### src/rtl/fwd_pkg.sv
package fwd_pkg;
  localparam int CODE_W_DEF  = 8;
  localparam int DELAY_W_DEF = 7;
  localparam int WIN_LEN_DEF = 16;
  localparam int LEN_W_DEF   = 6;

  typedef enum logic [1:0] {
    DS_IDLE  = 2'd0,
    DS_SEEK  = 2'd1,
    DS_BYTES = 2'd2
  } ds_state_e;
endpackage

### src/rtl/fwd_sync_edge.sv
module fwd_sync_edge (
  input  logic clk,
  input  logic rst_n,
  input  logic sync_in,
  input  logic pol,
  output logic edge_o
);
  logic prev_q;

  always_ff @(posedge clk) begin
    if (!rst_n) prev_q <= 1'b0;
    else        prev_q <= sync_in;
  end

  assign edge_o = (sync_in != prev_q) && (sync_in == pol);

  AST_NO_RETRIGGER: assert property (@(posedge clk) disable iff (!rst_n)
    edge_o |=> !edge_o);
endmodule

### src/rtl/fwd_window_timer.sv
module fwd_window_timer #(
  parameter int DELAY_W = 7,
  parameter int WIN_LEN = 16
) (
  input  logic               clk,
  input  logic               rst_n,
  input  logic               line_start,
  input  logic [DELAY_W-1:0] delay,
  output logic               win_o
);
  localparam int PH_MAX = (1 << DELAY_W) - 1 + WIN_LEN;
  localparam int PH_W   = $clog2(PH_MAX + 1);

  logic            armed_q;
  logic [PH_W-1:0] phase_q;
  logic [PH_W-1:0] open_at;
  logic [PH_W-1:0] close_at;

  assign open_at  = {{(PH_W-DELAY_W){1'b0}}, delay};
  assign close_at = open_at + PH_W'(WIN_LEN - 1);

  always_ff @(posedge clk) begin
    if (!rst_n) begin
      armed_q <= 1'b0;
      phase_q <= '0;
    end else if (line_start) begin
      armed_q <= 1'b1;
      phase_q <= '0;
    end else if (armed_q) begin
      if (phase_q >= close_at) armed_q <= 1'b0;
      else                     phase_q <= phase_q + 1'b1;
    end
  end

  assign win_o = armed_q && (phase_q >= open_at);

  localparam int RUN_W = $clog2(WIN_LEN + 2);
  logic [RUN_W-1:0] run_q;
  always_ff @(posedge clk) begin
    if (!rst_n || line_start) run_q <= '0;
    else if (win_o)           run_q <= run_q + 1'b1;
  end

  AST_WIN_WIDTH: assert property (@(posedge clk) disable iff (!rst_n)
    win_o |-> (run_q < RUN_W'(WIN_LEN)));
endmodule

### src/rtl/fwd_deser.sv
module fwd_deser #(
  parameter int CODE_W = 8,
  parameter int LEN_W  = 6
) (
  input  logic              clk,
  input  logic              rst_n,
  input  logic              line_start,
  input  logic              win,
  input  logic              sd,
  input  logic [CODE_W-1:0] code,
  input  logic [LEN_W-1:0]  len,
  output logic              byte_vld,
  output logic [CODE_W-1:0] byte_data
);
  import fwd_pkg::*;

  localparam int BC_W = $clog2(CODE_W);

  ds_state_e         state_q;
  logic [CODE_W-1:0] shreg_q;
  logic [CODE_W-1:0] cand;
  logic [BC_W-1:0]   bitcnt_q;
  logic [LEN_W-1:0]  bcnt_q;
  logic              hit;
  logic              last_bit;

  assign cand      = {sd, shreg_q[CODE_W-1:1]};
  assign hit       = (state_q == DS_SEEK) && win && (cand == code) && !line_start;
  assign last_bit  = (state_q == DS_BYTES) && (bitcnt_q == BC_W'(CODE_W-1)) && !line_start;
  assign byte_vld  = last_bit;
  assign byte_data = cand;

  always_ff @(posedge clk) begin
    if (!rst_n) begin
      shreg_q  <= '0;
      state_q  <= DS_IDLE;
      bitcnt_q <= '0;
      bcnt_q   <= '0;
    end else begin
      shreg_q <= cand;
      if (line_start) begin
        state_q  <= DS_SEEK;
        bitcnt_q <= '0;
        bcnt_q   <= '0;
      end else begin
        case (state_q)
          DS_SEEK: if (hit) begin
            bitcnt_q <= '0;
            bcnt_q   <= '0;
            state_q  <= (len == '0) ? DS_IDLE : DS_BYTES;
          end
          DS_BYTES: begin
            if (last_bit) begin
              bitcnt_q <= '0;
              bcnt_q   <= bcnt_q + 1'b1;
              if ((bcnt_q + 1'b1) == len) state_q <= DS_IDLE;
            end else begin
              bitcnt_q <= bitcnt_q + 1'b1;
            end
          end
          default: state_q <= DS_IDLE;
        endcase
      end
    end
  end

  AST_MATCH_IN_WIN: assert property (@(posedge clk) disable iff (!rst_n)
    (state_q == DS_BYTES) && ($past(state_q) == DS_SEEK) |-> $past(win));

  AST_ONE_MATCH: assert property (@(posedge clk) disable iff (!rst_n)
    (state_q != DS_SEEK) && !line_start |=> (state_q != DS_SEEK));

  AST_LEN_BOUND: assert property (@(posedge clk) disable iff (!rst_n)
    (state_q == DS_BYTES) |-> (bcnt_q < len));
endmodule

### src/rtl/fwd_out_slot.sv
module fwd_out_slot #(
  parameter int DATA_W = 8
) (
  input  logic              clk,
  input  logic              rst_n,
  input  logic              in_vld,
  input  logic [DATA_W-1:0] in_data,
  output logic              out_valid,
  input  logic              out_ready,
  output logic [DATA_W-1:0] out_data
);
  logic              vld_q;
  logic [DATA_W-1:0] data_q;
  logic              take;

  assign take = in_vld && (!vld_q || out_ready);

  always_ff @(posedge clk) begin
    if (!rst_n) begin
      vld_q  <= 1'b0;
      data_q <= '0;
    end else if (take) begin
      vld_q  <= 1'b1;
      data_q <= in_data;
    end else if (out_ready) begin
      vld_q  <= 1'b0;
    end
  end

  assign out_valid = vld_q;
  assign out_data  = data_q;

  AST_HOLD_STABLE: assert property (@(posedge clk) disable iff (!rst_n)
    out_valid && !out_ready |=> out_valid && $stable(out_data));
endmodule

### src/rtl/frame_window_detector.sv
module frame_window_detector #(
  parameter int CODE_W  = fwd_pkg::CODE_W_DEF,
  parameter int DELAY_W = fwd_pkg::DELAY_W_DEF,
  parameter int WIN_LEN = fwd_pkg::WIN_LEN_DEF,
  parameter int LEN_W   = fwd_pkg::LEN_W_DEF
) (
  input  logic              clk,
  input  logic              rst_n,
  input  logic              sd_in,
  input  logic              sync_in,
  input  logic              sync_pol,
  input  logic [CODE_W-1:0] frame_code,
  input  logic [DELAY_W-1:0] win_delay,
  input  logic [LEN_W-1:0]  byte_len,
  output logic              win_o,
  output logic              m_valid,
  input  logic              m_ready,
  output logic [CODE_W-1:0] m_data
);
  logic              line_start;
  logic              win;
  logic              byte_vld;
  logic [CODE_W-1:0] byte_data;

  fwd_sync_edge u_sync (
    .clk    (clk),
    .rst_n  (rst_n),
    .sync_in(sync_in),
    .pol    (sync_pol),
    .edge_o (line_start)
  );

  fwd_window_timer #(.DELAY_W(DELAY_W), .WIN_LEN(WIN_LEN)) u_timer (
    .clk       (clk),
    .rst_n     (rst_n),
    .line_start(line_start),
    .delay     (win_delay),
    .win_o     (win)
  );

  fwd_deser #(.CODE_W(CODE_W), .LEN_W(LEN_W)) u_deser (
    .clk       (clk),
    .rst_n     (rst_n),
    .line_start(line_start),
    .win       (win),
    .sd        (sd_in),
    .code      (frame_code),
    .len       (byte_len),
    .byte_vld  (byte_vld),
    .byte_data (byte_data)
  );

  fwd_out_slot #(.DATA_W(CODE_W)) u_slot (
    .clk      (clk),
    .rst_n    (rst_n),
    .in_vld   (byte_vld),
    .in_data  (byte_data),
    .out_valid(m_valid),
    .out_ready(m_ready),
    .out_data (m_data)
  );

  assign win_o = win;

  AST_NO_BYTE_WITH_SYNC: assert property (@(posedge clk) disable iff (!rst_n)
    line_start && !m_valid |=> !m_valid);
endmodule

### config.mk
export PLATFORM = sky130hd
export DESIGN_NAME = frame_window_detector
export DESIGN_NICKNAME = d
export VERILOG_FILES = /design/src/rtl/fwd_pkg.sv /design/src/rtl/fwd_sync_edge.sv /design/src/rtl/fwd_window_timer.sv /design/src/rtl/fwd_deser.sv /design/src/rtl/fwd_out_slot.sv /design/src/rtl/frame_window_detector.sv
export SDC_FILE = /design/constraint.sdc
export NUM_CORES = 1
export LEC_CHECK = 0
export BUFFER_PORTS_ARGS = -buffer_cell sky130_fd_sc_hd__buf_2
export CORE_MARGIN = 5
export CORE_UTILIZATION = 50
export CTS_CLUSTER_SIZE = 10
export DETAILED_ROUTE_END_ITERATION = 7
export PLACE_DENSITY = 0.78
export SLEW_MARGIN = 20
export SYNTH_ARGS = -nofsm -noshare
export SYNTH_HDL_FRONTEND = slang
export SYNTH_HIERARCHICAL = 1
export SYNTH_SLANG_ARGS = --single-unit
export TNS_END_PERCENT = 50
### constraint.sdc
create_clock -name clk -period 4.4 [get_ports clk]
set_clock_uncertainty 0.15 [all_clocks]
set_input_delay 0.44 -clock clk [delete_from_list [all_inputs] [get_ports clk]]
set_output_delay 0.44 -clock clk [all_outputs]
set_load 0.05 [all_outputs]
==> metrics.md, run 1 <==
| Metric | Value |
|---|---|
| Count of cells along the worst register-to-register path | `11` |
| Startpoint of the lowest-slack register-to-register path | `u_timer/phase_q[0]` |
| Inserted Clock Buffers | `5` |
| Setup violation total in the final timing report | `0` |
| Register-to-register setup slack | `around 1700 ps` |
| Worst VDD drop | `0.000126 V` |
| Via density | `5.39` |
| Area added between synthesis and finish | `13.1%` |
| Reg-to-reg endpoint | `u_deser/state_q[1]` |
| Required time reported for the critical path endpoint | `4470 ps` |
| Worst setup path class | `in -> reg` |
| Count of filler cells inserted in the layout | `around 420` |
| Post-CTS sizing | `0` |
| Worst Path Max Fanout | `16` |
| Number of H-tree branching levels | `2` |
| Clock-pin slew reported for the worst setup and hold paths after clock tree synthesis | `roughly 70 ps` |
| Num Clock Sinks | `37` |
| Cells after synthesis | `250` |
| I/O pin cnt | `37` |
| Hold depth | `2` |
| Worst hold path startpoint | `sync_in` |
| Fraction of final layout cells sized beyond drive strength 1 | `0.188` |
| Buffer cell driving the clock tree root | `clkbuf_8` |
| Achievable Freq | `362 MHz` |
| Met2 Usage GRT | `0.266` |
| Port bufs | `36` |
| Pin count of the biggest net entering global routing | `31` |
| GR met3 Demand/Resource | `0.0414` |
| Ratio of total power to cell area | `262 nW/um^2` |
| Row Count | `24` |
| Clock tree from TritonCTS | `yes` |
| Area taken by flip-flops and latches | `741 sq um` |
| Total negative slack for setup checks | `0 ps` |
| Seq/Total Area, Yosys | `0.340` |
| Clock Latency Late Sink | `290 ps` |
| Vias in the first global route | `1752` |
| Endpoint of the worst hold-timing path | `u_sync/prev_q` |
| Signal arrival time at the worst endpoint | `between 2000 and 3000 ps` |
| Iteration count of the initial detailed-routing pass | `4` |
| Overall die area | `5780 sq um` |
| Type of element launching the critical path | `primary input` |
| Net count after synthesis | `297` |
| Flop and latch count out of synthesis | `37` |
| Total standard cell area after synthesis | `2180 sq um` |
| Global routing met1 resource utilization | `0.178` |
| Final count of pins violating max slew | `0` |
| Global-route wire length before repair | `7.48 mm` |
| Combined area of the multi-input logic cells | `between 1000 and 1500 sq um` |
| Post-synth EDFFs | `0` |
| Part of the cycle the worst path needs | `0.627` |
| Post-DRT Antenna Nets | `0` |
| Total leakage power | `about 1.1 nW` |
| Commonest non-fill, non-tap cell in the layout | `dfxtp_1` |
| Final period demand of the worst path | `approximately 2800 ps` |
| Number of warnings issued by yosys | `6` |
| Quantity of hold-fixing buffers added after cts | `0` |
| Unrepaired setup endpoints after global routing | `no` |
| Post-detailed-route DRC marker count | `0` |
| Number of different library cells in the post-synthesis netlist | `47` |
| Number of inserted diodes | `0` |
| Sum of routed wire length over all layers | `4.29 mm` |
| Detailed-route wire length per cell | `12.6 um` |
| Initial antenna violation count | `0` |
| Highest-count cells in the layout ignoring fill and taps | `37 x dfxtp_1, 36 x buf_2, 30 x nand2_1` |
| Tightest slew margin relative to the limit | `0.395` |
| Predominant post-synthesis flop cell | `dfxtp_1` |
| Std-Cell Core Area | `4290 sq um` |
| Total number of vias | `1827` |
| Run status | `completed` |
| Total congestion overflow after global routing | `0` |
| Async S/R FF share, synth | `0` |
| Post-Synthesis Mean Instance Area | `8.72 sq um` |
| Setup repair bufs after CTS | `0` |
| Initial core utilization | `0.508` |
| Routability congestion estimate | `a little over 0.8` |
| Height of the chip | `76.0 um` |
| Drt initial violations | `57` |
| Number of maximum-capacitance constraint violations | `0` |
| Slew of the pin with the lowest slew margin | `902 ps` |
| Capturing element type of the critical path | `flip-flop` |
| NumNets Final | `333` |
| Minimum setup slack in the final design | `around 1600 ps` |
| Die extent in x | `76.0 um` |
| CTS max path bufs | `2` |
| Pre-CTS WS | `between 1000 and 1500 ps` |
| Total Routing Usage GR | `0.152` |
| HPWL after detailed placement | `between 3 and 4 mm` |
| Final count of hold timing violations | `0` |
| Gr busiest metal | `met2` |
| Hold crit path type | `in -> reg` |
worst max path at each step:
stage | start | endpoint | slack (ps) | cells past startpoint
6_report | win_delay[0] | u_timer/phase_q[7] | 1640 | 11
5_1_grt | win_delay[0] | u_timer/phase_q[7] | 1460 | 11
2_1_floorplan | win_delay[0] | u_timer/phase_q[7] | 1720 | 10
3_5_place_dp | win_delay[0] | u_timer/phase_q[7] | 1350 | 11
4_1_cts | win_delay[0] | u_timer/phase_q[7] | 1640 | 11
3_3_place_gp | win_delay[0] | u_timer/phase_q[7] | 1430 | 11
worst max-delay path, stage by stage:
cell and delay [ps]:
buf_2 110, inv_1 70, ha_1 180, nand3_1 120, xnor2_1 160, ha_1 200, or4_4 530, a21oi_2 140
o31ai_2 190, or4_1 540, a21oi_1 140
per-stage QoR:
step / hold WS, ps / cells / total power, mW / instance area [sq um] / utilization
2_1_floorplan: 300 / 250 / 0.398 / 2180 / -
3_3_place_gp: 291 / 331 / 0.422 / 2380 / 0.554
3_5_place_dp: 301 / 331 / 0.424 / 2380 / 0.554
4_1_cts: 240 / 339 / 0.653 / 2470 / 0.574
5_1_grt: 234 / 339 / 0.682 / 2470 / 0.574
6_report: 245 / 339 / 0.646 / 2470 / 0.574
routing by layer:
layer  up-vias  share of wire  wire, um
li1        948              -         -
met4         0          0.015        63
met2        22           0.52      2230
met1       850           0.43      1850
met5         -              0         0
met3         7          0.033       140
cell type report:
type	count	area share
clock inverters	3	0.00710
inverters	11	0.0167
multi-input cells	195	0.548
well taps	52	0.0264
flip-flops and latches	37	0.300
repair buffers	36	0.0731
clock buffers	5	0.0279
cells by family after synthesis:
logic type	Yosys count	share of synthesized area
xor gates and xnor gates	25	0.100
AOI/OAI and AO/OA	46	0.134
and+or+nand+nor	96	0.235
adders and majority gates	20	0.115
buffers and inverters	18	0.0402
muxes	8	0.0367
DFF	37	0.340
synth_stat cells, types with 2 or more instances:
| cell | n | area (sq um) |
|---|---|---|
| and2_1 | 7 | 43.8 |
| mux2i_1 | 8 | 80.1 |
| xor2_1 | 12 | 105 |
| nand2_1 | 30 | 113 |
| nor3_1 | 4 | 20.0 |
| or3_1 | 8 | 50.1 |
| or4_1 | 2 | 15.0 |
| nand3_1 | 20 | 100 |
| inv_1 | 10 | 37.5 |
| ha_1 | 20 | 250 |
| buf_4 | 3 | 22.5 |
| o31ai_1 | 2 | 15.0 |
| dfxtp_1 | 37 | 741 |
| xnor2_1 | 13 | 114 |
| a21o_1 | 3 | 22.5 |
| o21a_1 | 2 | 15.0 |
| a21oi_1 | 20 | 100 |
| nor2_1 | 3 | 11.3 |
| and3_1 | 3 | 18.8 |
| nand2b_1 | 6 | 37.5 |
| o21ai_0 | 8 | 40.0 |
| nor2b_1 | 4 | 25.0 |
sequential cells by signal, summed over array words and instances, names as in the netlist, 2 cells and up:
signal            flops
u_timer/phase_q       8
u_deser/shreg_q       7
u_deser/bitcnt_q      3
u_deser/bcnt_q        6
u_deser/state_q       2
u_slot/out_data       8
report_power, final:
group / internal [mW] / switching [mW] / total [mW]
Sequential: 0.339 / 0.00393 / 0.343
Clock: 0.109 / 0.120 / 0.229
Combinational: 0.0329 / 0.0405 / 0.0735
Total: 0.481 / 0.164 / 0.646
(Power assumes the default switching activity.)
==> run 2, diff against run 1 <==
Settings changed: PLACE_DENSITY 0.78 to 0.81.
Clock period 4.4 ns to 2.25 ns, I/O delays scaled along.
==> run 2 against run 1 <==
Effect of this change: the run now ends with setup timing left; sequential power rose by 95%; largest cell class unchanged; critical endpoint is now u_timer/phase_q[5]; total power rose by 130%; setup slack got worse by 1600 ps.
==> metrics.md, run 2 (same netlist as run 1, synthesis figures left out) <==
| Metric | Value |
|---|---|
| Run status | `finished with violations` |
| Violated checks | `setup timing` |
| Highest-count cells in the layout ignoring fill and taps | `35 x buf_2, 35 x dfxtp_1, 29 x nand2_1` |
| Total number of vias | `1960 (+7.3%)` |
| Post-detailed-route DRC marker count | `0 (unchanged)` |
| Row Count | `24 (unchanged)` |
| Capturing element type of the critical path | `flip-flop` |
| Ratio of total power to cell area | `525 nW/um^2 (+100%)` |
| Total Routing Usage GR | `0.172 (+0.0196)` |
| Number of maximum-capacitance constraint violations | `0 (unchanged)` |
| Area added between synthesis and finish | `29.3%` |
| Detailed-route wire length per cell | `14.1 um (+12%)` |
| Initial core utilization | `0.508 (unchanged)` |
| Number of inserted diodes | `0 (unchanged)` |
| Height of the chip | `76.0 um (unchanged)` |
| Unrepaired setup endpoints after global routing | `yes` |
| Inserted Clock Buffers | `5 (unchanged)` |
| Port bufs | `36 (unchanged)` |
| Number of H-tree branching levels | `2 (unchanged)` |
| CTS max path bufs | `2 (unchanged)` |
| Fraction of final layout cells sized beyond drive strength 1 | `0.311 (+0.123)` |
| Worst Path Max Fanout | `6 (-10)` |
| Clock Latency Late Sink | `300 ps (about the same)` |
| Final count of hold timing violations | `0 (unchanged)` |
| Post-route cell area | `2820 sq um (+14%)` |
| Final period demand of the worst path | `2250 ps` |
| Clock-pin slew reported for the worst setup and hold paths after clock tree synthesis | `70 ps (about the same)` |
| Iteration count of the initial detailed-routing pass | `4 (unchanged)` |
| Fin Hold WS | `14.9 ps (-230 ps)` |
| Post-DRT Antenna Nets | `0 (unchanged)` |
| Total instance count after detailed placement | `349 (+5.4%)` |
| Buffer cell driving the clock tree root | `clkbuf_8` |
| Worst VDD drop | `0.000398 V (+220%)` |
| Tightest slew margin relative to the limit | `0.723 (+0.329)` |
| Number of standard cells in the final layout excluding fillers | `361 (+6.5%)` |
| Placed cell area | `2580 sq um (+8.3%)` |
| Die extent in x | `76.0 um (unchanged)` |
| Signal arrival time at the worst endpoint | `2330 ps (-500 ps)` |
| Drt initial violations | `149 (+160%)` |
| Clock tree from TritonCTS | `yes` |
| Via density | `5.43 (+0.74%)` |
| Num Clock Sinks | `37 (unchanged)` |
| Std-Cell Core Area | `4290 sq um (unchanged)` |
| Area taken by flip-flops and latches | `743 sq um (+0.34%)` |
| Vias in the first global route | `1873 (+6.9%)` |
| Part of the cycle the worst path needs | `1.00` |
| Pre-CTS WS | `-372 ps (-1720 ps)` |
| HPWL after detailed placement | `3.57 mm (+5.3%)` |
| Setup violation total in the final timing report | `1 (+1)` |
| Minimum setup slack in the final design | `-0.135 ps (-1640 ps)` |
| Routability congestion estimate | `0.863 (+6.8%)` |
| Sum of routed wire length over all layers | `5.09 mm (+19%)` |
| Required time reported for the critical path endpoint | `2330 ps (-2140 ps)` |
| Achievable Freq | `444 MHz` |
| Type of element launching the critical path | `primary input` |
| Total negative slack for setup checks | `-0.135 ps (-0.135 ps)` |
| Initial antenna violation count | `0 (unchanged)` |
| Hold crit path type | `in -> reg` |
| Total congestion overflow after global routing | `0 (unchanged)` |
| Slew of the pin with the lowest slew margin | `415 ps (-487 ps)` |
| Final count of pins violating max slew | `0 (unchanged)` |
| Total leakage power | `1.21 nW (+13%)` |
| Pin count of the biggest net entering global routing | `23 (-26%)` |
| Global-route wire length before repair | `8.25 mm (+10%)` |
| I/O pin cnt | `37 (unchanged)` |
| Count of filler cells inserted in the layout | `328 (-22%)` |
| Worst setup path class | `in -> reg` |
| Combined area of the multi-input logic cells | `1470 sq um (+8.3%)` |
| Overall die area | `5780 sq um (unchanged)` |
| NumNets Final | `355 (+6.6%)` |
run 2: changes by cell type in the layout (fill, tap and decap cells not counted), sizes merged:
cell,change
inv,-1
clkbuf,+1
clkinv,-1
buf,+22
bufinv,+1
run 2: through the flow:
| step | total power [mW] | utilization |
|---|---|---|
| 4_1_cts | 1.48 | 0.644 |
| 6_report | 1.48 | 0.657 |
| 3_3_place_gp | 0.858 | 0.600 |
| 3_5_place_dp | 0.863 | 0.600 |
| 2_1_floorplan | 0.790 | - |
| 5_1_grt | 1.54 | 0.657 |
run 2: worst paths after layout:
check                     start                  to  slack (ps)  cells after the start
max                win_delay[1]  u_timer/phase_q[5]        -0.1                     12
max reg2reg  u_timer/phase_q[2]  u_timer/phase_q[5]          30                      7
min reg2reg  u_slot/out_data[5]  u_slot/out_data[5]         310                      2
min                       sd_in  u_deser/shreg_q[7]          10                      2
run 2: worst max-delay path: stages:
cell     delay, ps
buf_12         110
inv_12          40
ha_4           140
nand3_4         70
xnor2_2        130
ha_2           170
or4_4          520
a21oi_4        140
o31ai_4         90
buf_2          160
or3_1          380
a21oi_2        130
run 2: metal layers:
| layer | share of wire | up-vias | track usage |
|---|---|---|---|
| met1 | 0.45 | 913 | 0.215 |
| met2 | 0.48 | 46 | 0.278 |
| met4 | 0.015 | 0 | 0.0641 |
| met3 | 0.048 | 7 | 0.0496 |
| li1 | - | 994 | - |
| met5 | 0 | - | 0 |
run 2: final cells by class:
type                            instances  share of cell area
Timing Repair Buffer                   58               0.130
Sequential cell                        37               0.264
Clock buffer                            6              0.0293
Clock inverter                          2              0.0133
Inverter                               11              0.0209
Multi-Input combinational cell        195               0.520
Tap cell                               52              0.0231
run 2: timing repair:
item / CTS / global route
resized for setup: 11 / 15
pin swaps: 9 / 11
hold endpoints to repair: 0 / 0
hold buffers: 0 / 0
buffers inserted: 4 / 0
endpoints found under the setup margin: 13 / 17
run 2: report_power, final:
part	internal (mW)	switching, mW	total, mW
combinational	0.100	0.103	0.204
clock	0.360	0.246	0.607
sequential	0.663	0.00639	0.669
==> run 3, diff against run 2 <==
Settings changed: CAP_MARGIN set to 20, REMOVE_ABC_BUFFERS set to 1, TNS_END_PERCENT 50 to 5.
==> run 3 against run 2 <==
Effect of this change: routed wire length fell by 2.2%; non-clock buffer count rose by 1; total power fell by 9.4%; die area did not move; combinational power rose by 2%; global-route usage fell by 0.37 points; sequential power barely moved; final cell count did not move; largest power group unchanged; the run still ends with setup timing left.
==> metrics.md, run 3 (same netlist as run 1, synthesis figures left out) <==
| Metric | Value |
|---|---|
| Total leakage power | `1.21 nW (+0.59%)` |
| Global-route wire length before repair | `8.11 mm (-1.8%)` |
| Hold crit path type | `in -> reg` |
| Delay-heaviest family, CP | `simple AND/OR/NAND/NOR gates` |
| Detailed-route wire length per cell | `13.8 um (-2.2%)` |
| Port bufs | `36 (unchanged)` |
| Vias in the first global route | `1863 (-0.53%)` |
| Reg-to-reg endpoint | `u_timer/phase_q[5]` |
| Num Clock Sinks | `37 (unchanged)` |
| CTS max path bufs | `2 (unchanged)` |
| Initial core utilization | `0.508 (unchanged)` |
| Row Count | `24 (unchanged)` |
| Slew of the pin with the lowest slew margin | `424 ps (+9.31 ps)` |
| Total Routing Usage GR | `0.168 (-0.00375)` |
| Iteration count of the initial detailed-routing pass | `4 (unchanged)` |
| Clock-pin slew reported for the worst setup and hold paths after clock tree synthesis | `70 ps (about the same)` |
| Achievable Freq | `438 MHz (-1.5%)` |
| Cells along the critical path | `buf_8, inv_4, ha_4, nand3_4, xnor2_2, ha_2, or4_4, a21oi_4, o31ai_4, buf_6, or3_1, a21oi_1` |
| Routability congestion estimate | `0.903 (+4.7%)` |
| Register-to-register setup slack | `70 ps (+40 ps)` |
| Highest-count cells in the layout ignoring fill and taps | `34 x dfxtp_1, 33 x buf_2, 29 x nand2_1` |
| Worst VDD drop | `0.000544 V (+37%)` |
| Total instance count after detailed placement | `351 (+0.57%)` |
| Number of inserted diodes | `0 (unchanged)` |
| Signal arrival time at the worst endpoint | `2350 ps (+20 ps)` |
| Final count of pins violating max slew | `0 (unchanged)` |
| Capturing element type of the critical path | `flip-flop` |
| Commonest non-fill, non-tap cell in the layout | `dfxtp_1` |
| Ratio of total power to cell area | `477 nW/um^2 (-9.0%)` |
| Clock Latency Late Sink | `290 ps (about the same)` |
| Pin count of the biggest net entering global routing | `31 (+35%)` |
| Share of total power consumed by net switching | `0.247 (+0.00622)` |
| HPWL after detailed placement | `3.47 mm (-2.8%)` |
| Die extent in x | `76.0 um (unchanged)` |
| P_int | `1.01 mW (-10%)` |
| Tightest slew margin relative to the limit | `0.717 (-0.00620)` |
| Count of cells along the worst register-to-register path | `7 (unchanged)` |
| NumNets Final | `356 (+0.28%)` |
| Combined area of the multi-input logic cells | `1480 sq um (+1.3%)` |
| Final period demand of the worst path | `2280 ps (+33.4 ps)` |
| I/O pin cnt | `37 (unchanged)` |
| Inserted Clock Buffers | `5 (unchanged)` |
| Area added between synthesis and finish | `28.8%` |
| Initial antenna violation count | `0 (unchanged)` |
| Post-detailed-route DRC marker count | `0 (unchanged)` |
| Overall die area | `5780 sq um (unchanged)` |
| Number of maximum-capacitance constraint violations | `0 (unchanged)` |
| Unrepaired setup endpoints after global routing | `yes` |
| Share of power burned in registers | `0.500 (+0.047)` |
| Worst Path Max Fanout | `6 (unchanged)` |
| Part of the cycle the worst path needs | `1.01 (+0.0148)` |
| Count of filler cells inserted in the layout | `323 (-1.5%)` |
| Sum of routed wire length over all layers | `4.98 mm (-2.2%)` |
| Area taken by flip-flops and latches | `744 sq um (+0.17%)` |
| Fraction of the core area covered by cells at the end of the flow | `0.654 (-0.00262)` |
| Worst setup path class | `in -> reg` |
| Required time reported for the critical path endpoint | `2310 ps (-20 ps)` |
| Violated checks | `setup timing` |
| Delay contributed by the slowest stage of the critical path | `520 ps (about the same)` |
| Pre-CTS WS | `-470 ps (-97.9 ps)` |
| Comb power frac | `0.156 (+0.018)` |
| Type of element launching the critical path | `primary input` |
| Total negative slack for setup checks | `-51.5 ps (-51.4 ps)` |
| Number of H-tree branching levels | `2 (unchanged)` |
| Height of the chip | `76.0 um (unchanged)` |
| Critical path buffers and inverters | `3 (unchanged)` |
| Fraction of final layout cells sized beyond drive strength 1 | `0.317 (+0.00647)` |
| Endpoint of the worst hold-timing path | `u_sync/prev_q` |
| Number of standard cells in the final layout excluding fillers | `361 (unchanged)` |
| Buffer cell driving the clock tree root | `clkbuf_8` |
| Total number of vias | `1938 (-1.1%)` |
| Startpoint of the lowest-slack register-to-register path | `u_timer/phase_q[1]` |
| Via density | `5.37 (-1.1%)` |
| Drt initial violations | `80 (-46%)` |
| Clock power frac | `0.345 (-0.065)` |
| Total net switching power | `0.331 mW (-7.1%)` |
| Post-DRT Antenna Nets | `0 (unchanged)` |
| Final count of hold timing violations | `0 (unchanged)` |
| Total congestion overflow after global routing | `0 (unchanged)` |
| Minimum setup slack in the final design | `-33.5 ps (-33.4 ps)` |
| Std-Cell Core Area | `4290 sq um (unchanged)` |
| Clock tree from TritonCTS | `yes` |
| Hold depth | `2 (unchanged)` |
| Run status | `finished with violations` |
| Setup violation total in the final timing report | `3 (+2)` |
| Worst hold path startpoint | `sync_in` |
| Crit path max-delay cell type | `or4_4` |
## run 3: power by group through the flow
stage	clock (mW)	combinational [mW]	sequential [mW]
floorplan	0	0.0876	0.683
global placement	0	0.162	0.684
detailed placement	0	0.168	0.684
CTS	0.477	0.187	0.669
global route	0.509	0.232	0.670
finish	0.462	0.209	0.670
## run 3: metal layers
layer / routed length (um) / vias to the layer above / GRT usage
met5: 0 / - / 0
met4: 102 / 0 / 0.0854
met3: 295 / 11 / 0.0520
met2: 2400 / 41 / 0.259
met1: 2180 / 895 / 0.210
li1: - / 991 / -
## run 3: how the worst max path moves through the flow
stage | from | to | cells after the start
final | win_delay[1] | u_timer/phase_q[5] | 12
after global routing | win_delay[1] | u_timer/phase_q[2] | 12
after CTS | win_delay[1] | u_timer/phase_q[5] | 12
after detailed placement | win_delay[0] | u_timer/phase_q[5] | 12
after global placement | win_delay[0] | u_timer/phase_q[7] | 11
after floorplan | u_timer/phase_q[0] | u_deser/state_q[1] | 11
## run 3: repair_timing
action                     CTS  global route
cloned                       0             0
pin swaps                    7             9
setup endpoints to repair   10            20
gates resized for setup     16            25
hold buffers                 0             0
setup buffers                2             1
## run 3: through the flow
stage	power (mW)	hold WS [ps]	area (sq um)
after floorplan	0.771	193	2130
after global placement	0.846	291	2530
after CTS	1.33	19.2	2700
after detailed placement	0.852	294	2530
after global routing	1.41	32.2	2810
final	1.34	24.9	2810
## run 3: cell type report
class | instances | share of cell area
Inverter | 11 | 0.0165
Multi-Input combinational cell | 195 | 0.528
Sequential cell | 37 | 0.265
Tap cell | 52 | 0.0232
Timing Repair Buffer | 59 | 0.136
Clock buffer | 7 | 0.0307
